===== src/rtl/tmrf_pkg.sv =====
package tmrf_pkg;
  typedef enum logic [1:0] {
    TM_SOLO  = 2'b00,
    TM_PAIR  = 2'b01,
    TM_QUAD  = 2'b10,
    TM_QUAD2 = 2'b11
  } tmode_e;

  function automatic logic mode_is_solo(input logic [1:0] m);
    return m == TM_SOLO;
  endfunction

  function automatic logic mode_is_quad(input logic [1:0] m);
    return m[1];
  endfunction
endpackage


===== src/rtl/tmrf_wr_steer.sv =====
module tmrf_wr_steer
  import tmrf_pkg::*;
#(
  parameter int IW = 5,
  parameter int TW = 2
) (
  input  logic [1:0]    mode,
  input  logic          en,
  input  logic [TW-1:0] tid,
  input  logic [IW-1:0] idx,
  output logic          en_a,
  output logic          en_b,
  output logic [IW-1:0] row
);
  logic solo, quad, outside;

  always_comb begin
    solo    = mode_is_solo(mode);
    quad    = mode_is_quad(mode);
    outside = quad & idx[IW-1];
    row     = quad ? {tid[1], idx[IW-2:0]} : idx;
    en_a    = en & ~outside & (solo | ~tid[0]);
    en_b    = en & ~outside & (solo |  tid[0]);
  end
endmodule


===== src/rtl/tmrf_rd_check.sv =====
module tmrf_rd_check
  import tmrf_pkg::*;
#(
  parameter int IW   = 5,
  parameter int TW   = 2,
  parameter bit COPY = 1'b0
) (
  input  logic [1:0]    mode,
  input  logic [TW-1:0] tid,
  input  logic [IW-1:0] idx,
  output logic [IW-1:0] row,
  output logic          err
);
  logic solo, quad;

  always_comb begin
    solo = mode_is_solo(mode);
    quad = mode_is_quad(mode);
    row  = quad ? {tid[1], idx[IW-2:0]} : idx;
    err  = ~solo & ((tid[0] != COPY) | (quad & idx[IW-1]));
  end
endmodule


===== src/rtl/tmrf_bank.sv =====
module tmrf_bank #(
  parameter int NROW = 32,
  parameter int DW   = 32,
  parameter int NWP  = 2,
  parameter int NRP  = 2,
  localparam int AW  = $clog2(NROW)
) (
  input  logic              clk,
  input  logic              rst,
  input  logic [NWP-1:0]    we,
  input  logic [NWP*AW-1:0] waddr,
  input  logic [NWP*DW-1:0] wdata,
  input  logic [NRP*AW-1:0] raddr,
  input  logic [NRP-1:0]    rkill,
  output logic [NRP*DW-1:0] rdata
);
  logic [DW-1:0] mem [NROW];

  // later ports overwrite earlier ones in the same cycle
  always_ff @(posedge clk) begin
    for (int w = 0; w < NWP; w++) begin
      if (we[w]) mem[waddr[w*AW +: AW]] <= wdata[w*DW +: DW];
    end
  end

  // read-first: old contents are returned on a same-cycle write
  always_ff @(posedge clk) begin
    if (rst) begin
      rdata <= '0;
    end else begin
      for (int r = 0; r < NRP; r++) begin
        rdata[r*DW +: DW] <= rkill[r] ? '0 : mem[raddr[r*AW +: AW]];
      end
    end
  end
endmodule


===== src/rtl/tmode_regfile.sv =====
module tmode_regfile
  import tmrf_pkg::*;
#(
  parameter int NREG = 32,
  parameter int DW   = 32,
  parameter int NRD  = 4,
  parameter int NWR  = 2,
  parameter int TW   = 2,
  localparam int IW   = $clog2(NREG),
  localparam int NRDH = NRD / 2
) (
  input  logic              clk,
  input  logic              rst,
  input  logic [1:0]        mode,
  input  logic [NWR-1:0]    wr_en,
  input  logic [NWR*TW-1:0] wr_tid,
  input  logic [NWR*IW-1:0] wr_idx,
  input  logic [NWR*DW-1:0] wr_data,
  input  logic [NRD*TW-1:0] rd_tid,
  input  logic [NRD*IW-1:0] rd_idx,
  output logic [NRD*DW-1:0] rd_data,
  output logic [NRD-1:0]    rd_err
);
  logic [NWR-1:0]    wen_a, wen_b;
  logic [NWR*IW-1:0] wrow;
  logic [NRD*IW-1:0] rrow;
  logic [NRD-1:0]    rerr;

  for (genvar w = 0; w < NWR; w++) begin : g_wr
    tmrf_wr_steer #(.IW(IW), .TW(TW)) u_steer (
      .mode (mode),
      .en   (wr_en[w]),
      .tid  (wr_tid[w*TW +: TW]),
      .idx  (wr_idx[w*IW +: IW]),
      .en_a (wen_a[w]),
      .en_b (wen_b[w]),
      .row  (wrow[w*IW +: IW])
    );
  end

  for (genvar r = 0; r < NRD; r++) begin : g_rd
    tmrf_rd_check #(.IW(IW), .TW(TW), .COPY(r >= NRDH)) u_chk (
      .mode (mode),
      .tid  (rd_tid[r*TW +: TW]),
      .idx  (rd_idx[r*IW +: IW]),
      .row  (rrow[r*IW +: IW]),
      .err  (rerr[r])
    );
  end

  tmrf_bank #(.NROW(NREG), .DW(DW), .NWP(NWR), .NRP(NRDH)) u_copy_a (
    .clk   (clk),
    .rst   (rst),
    .we    (wen_a),
    .waddr (wrow),
    .wdata (wr_data),
    .raddr (rrow[0 +: NRDH*IW]),
    .rkill (rerr[0 +: NRDH]),
    .rdata (rd_data[0 +: NRDH*DW])
  );

  tmrf_bank #(.NROW(NREG), .DW(DW), .NWP(NWR), .NRP(NRDH)) u_copy_b (
    .clk   (clk),
    .rst   (rst),
    .we    (wen_b),
    .waddr (wrow),
    .wdata (wr_data),
    .raddr (rrow[NRDH*IW +: NRDH*IW]),
    .rkill (rerr[NRDH +: NRDH]),
    .rdata (rd_data[NRDH*DW +: NRDH*DW])
  );

  always_ff @(posedge clk) begin
    if (rst) rd_err <= '0;
    else     rd_err <= rerr;
  end
endmodule


===== config.mk =====
export PLATFORM = sky130hd
export DESIGN_NAME = tmode_regfile
export DESIGN_NICKNAME = d
export VERILOG_FILES = /design/src/rtl/tmrf_pkg.sv /design/src/rtl/tmrf_wr_steer.sv /design/src/rtl/tmrf_rd_check.sv /design/src/rtl/tmrf_bank.sv /design/src/rtl/tmode_regfile.sv
export SDC_FILE = /design/constraint.sdc
export NUM_CORES = 2
export LEC_CHECK = 0
export BUFFER_PORTS_ARGS = -buffer_cell sky130_fd_sc_hd__buf_2
export CAP_MARGIN = 15
export CELL_PAD_IN_SITES_DETAIL_PLACEMENT = 1
export CELL_PAD_IN_SITES_GLOBAL_PLACEMENT = 1
export CORE_MARGIN = 3
export CORE_UTILIZATION = 50
export DETAILED_ROUTE_END_ITERATION = 8
export PLACE_DENSITY = 0.81
export SYNTH_ARGS = -nofsm -noshare
export SYNTH_HDL_FRONTEND = slang
export SYNTH_HIERARCHICAL = 1
export SYNTH_SLANG_ARGS = --single-unit

===== constraint.sdc =====
create_clock -name clk -period 4.3 [get_ports clk]
set_input_delay 0.86 -clock clk [delete_from_list [all_inputs] [get_ports clk]]
set_output_delay 0.86 -clock clk [all_outputs]
set_load 0.02 [all_outputs]

==> results_dict.tcl <==
set metrics [dict create \
    grt_pass1_vias 85950 \
    grt_usage_pct 33.96 \
    timing.critical_path.fanout_max 14 \
    timing.final.crit_share_pct 70.98 \
    syn-cell-area_sq_um 124500 \
    buffer_count_from_post_cts_setup_fixing 0 \
    synth.top_cells.by_count "sky130_fd_sc_hd__edfxtp_1, sky130_fd_sc_hd__mux2_2, sky130_fd_sc_hd__mux4_2" \
    post_route_cells_drive_above_1_share_pct 49.60 \
    fp.dieH_microns 505.0 \
    slew_viol_final 0 \
    h_tree_levels 4 \
    coreArea_sq_um 246800 \
    avgRoutedWirePerCell_microns 40.21 \
    postCtsHoldBufs 0 \
    yosys_register_bits 2180 \
    timing.critical_path.arrival_ps 3690 \
    synth.most_common_cell "sky130_fd_sc_hd__edfxtp_1" \
    clk_path_buf_depth 3 \
    place.gp.congestion 0.8874 \
    power.static_leakage_nw 45.68 \
    clock-skew-final_ps 29.96 \
    synth_enable_flop_cells 2048 \
    grt_max_degree 65 \
    synth_area_per_cell_sq_um 16.40 \
    num-nets-final 7584 \
    ys.flop_type "sky130_fd_sc_hd__edfxtp_1" \
    worst_setup_path_endpoint "u_copy_a/mem[24][3]$_DFFE_PP_" \
    timing_limited_maximum_frequency_ghz 0.3276 \
    number_of_endpoints_failing_setup_at_the_final_stage 0 \
    postSynthCellCount 7590 \
    cellPowerDensity_nw_per_um2 362.4 \
    area.growth.synth_to_final_pct 11.09 \
    synth.lib_cells_used.distinct 52 \
    die-area_sq_um 255000 \
    crit_start "mode[1]" \
    drt_drc_violations_left 0 \
    reg2reg_slack_ps 2220 \
    clkLatencyLatePin_ps 920 \
    nFillCells 21960 \
    period_minus_slack_ps 3052 \
    synth_area_leaders "sky130_fd_sc_hd__edfxtp_1, sky130_fd_sc_hd__mux4_2, sky130_fd_sc_hd__mux2_2" \
    timing.critical_path.to_type "flip-flop" \
    grt_setup_unrepaired "false" \
    timing_worst_setup_path_type "input port to flip-flop" \
    detail_route.iter0.violations 11760 \
    cts_inserted_buffers 232 \
    dp.cells 10530 \
    routed_via_density 7.386 \
    boundaryPins 244 \
    finish.cell_count_without_fillers 11010 \
    worst_slew_pin_slew_ps 1232 \
    hold_path.class "input port to flip-flop" \
    die_w_microns 505.0 \
    antenna_found_initial 35 \
    synthArstFlopShare_pct 0 \
    cts_resized 0 \
    worst_r2r_path_depth 4 \
    netlist.top_cell.by_area "sky130_fd_sc_hd__edfxtp_1" \
    timing.critical_path.cells "buf_2, a21oi_1, o21a_1, or3b_1, nor2_4, buf_12, mux2_1" \
    fp-row-count 182 \
    clock_sinks 2180 \
    origin_of_the_critical_flop_to_flop_path "u_copy_a/mem[3][2]$_DFFE_PP_" \
    floorplan.initialDensity_pct 50.44 \
    final_hold_viol_count 0 \
    worst_ir_drop_vdd_v 0.0004643 \
    p_total_mw 50.12 \
    postRouteWirelength_microns 442800 \
    run_status "finished clean" \
    regToRegEndpoint "u_copy_a/rdata[2]$_SDFF_PP0_" \
    io_buffer_count 243 \
    max_cap_violations 0 \
    synth_top_cell_area_share_pct 49.40 \
    overflow 0 \
    critical_path.startpoint_type "input port" \
    syn-num-nets 7702 \
    firstDrtPassIters 6 \
    crit_required_ps 4940 \
    dr_total_vias 81330 \
    slowest_stage "sky130_fd_sc_hd__or3b_1" \
    hpwlAfterDp_microns 269500 \
    ctsRootBufferMaster "sky130_fd_sc_hd__clkbuf_16" \
    critical-path-max-stage-delay_ps 720 \
    tritoncts_clock_tree "done" \
    clock_transition_time_at_the_flip_flop_clock_pins_of_the_worst_setup_and_hold_paths_ps 60 \
    maxSlewHeadroom_pct 17.89 \
    synth_seq_area_share_pct 51.52 \
    drt.antenna.violating_nets 0 \
    grt_first_pass_wirelength_microns 631000 \
    yosys_warnings 6 \
]
worst max-delay path, delay by kind of cell:
kind	cells	cell delay [ps]
muxes	1	370
buffers and inverters	2	500
and+or+nand+nor	2	1370
AOI/OAI and AO/OA	2	550
flip-flops by register name, summed over array words and instances, names as in the netlist:
| name | flops |
|---|---|
| u_copy_a/rdata | 64 |
| rd_err | 4 |
| u_copy_b/rdata | 64 |
| u_copy_b/mem | 1024 |
| u_copy_a/mem | 1024 |
where the power goes:
| part | switching, mW | internal (mW) |
|---|---|---|
| Combinational | 3.64 | 2.51 |
| Sequential | 0.196 | 23.7 |
| Clock | 8.81 | 11.3 |
through the flow:
step | setup TNS [ps] | cell area (sq um) | util [%] | worst slack [ps] | hold slack [ps]
after global placement | 0 | 130500 | 52.85 | 482.8 | 824.3
after CTS | 0 | 137900 | 55.88 | 1372 | 147.9
after floorplan | -77450 | 124500 | - | -327.1 | 701.1
final | 0 | 138300 | 56.03 | 1248 | 203.9
after detailed placement | 0 | 130500 | 52.85 | 391.7 | 834.0
after global routing | 0 | 138300 | 56.02 | 1201 | 184.4
cells by family after synthesis:
family / share of synthesized area [%]
compound gates: 4.068
mux: 38.92
simple gates: 1.109
flops: 51.52
buf+inv: 4.388
cell type report:
type / instances / area (sq um) / area share [%]
diodes: 23 / 57.56 / 0.04161
clock buffers: 317 / 6504 / 4.702
clock inverters: 121 / 960.9 / 0.6948
inverters: 6 / 32.53 / 0.02352
multi-input cells: 4388 / 56030 / 40.51
flip-flops and latches: 2180 / 64140 / 46.38
well taps: 3312 / 4144 / 2.996
repair buffers: 664 / 6444 / 4.659
how the worst min path moves through the flow:
stage                                               from                            end  slack (ps)  depth (start not counted)
after floorplan            u_copy_a/mem[26][4]$_DFFE_PP_  u_copy_a/rdata[36]$_SDFF_PP0_         700                          4
final                                                rst           rd_err[3]$_SDFF_PP0_         200                          2
after CTS                                            rst           rd_err[3]$_SDFF_PP0_         150                          2
after global placement    u_copy_a/mem[26][12]$_DFFE_PP_  u_copy_a/rdata[44]$_SDFF_PP0_         820                          4
after global routing                                 rst           rd_err[3]$_SDFF_PP0_         180                          2
after detailed placement  u_copy_a/mem[25][29]$_DFFE_PP_  u_copy_a/rdata[29]$_SDFF_PP0_         830                          3
placed cells by master (no fill, tap or decap), drive strengths merged, types with 128 or more instances in the layout:
| master | n |
|---|---|
| mux2 | 2054 |
| edfxtp | 2048 |
| mux4 | 896 |
| buf | 664 |
| mux2i | 512 |
| clkbuf | 317 |
| dfxtp | 132 |
| a22oi | 128 |
| a221o | 128 |
| a31oi | 128 |
| o21ai | 128 |
metal layers:
metal | share of wire (%) | track usage [%] | vias to the layer above
li1 | - | - | 31000
met1 | 36 | 44.51 | 42500
met3 | 12 | 8.671 | 1409
met4 | 5.8 | 17.82 | 30
met5 | 0.043 | 0 | -
met2 | 46 | 52.27 | 6396
Note: power is estimated with default switching activity, not from simulation.
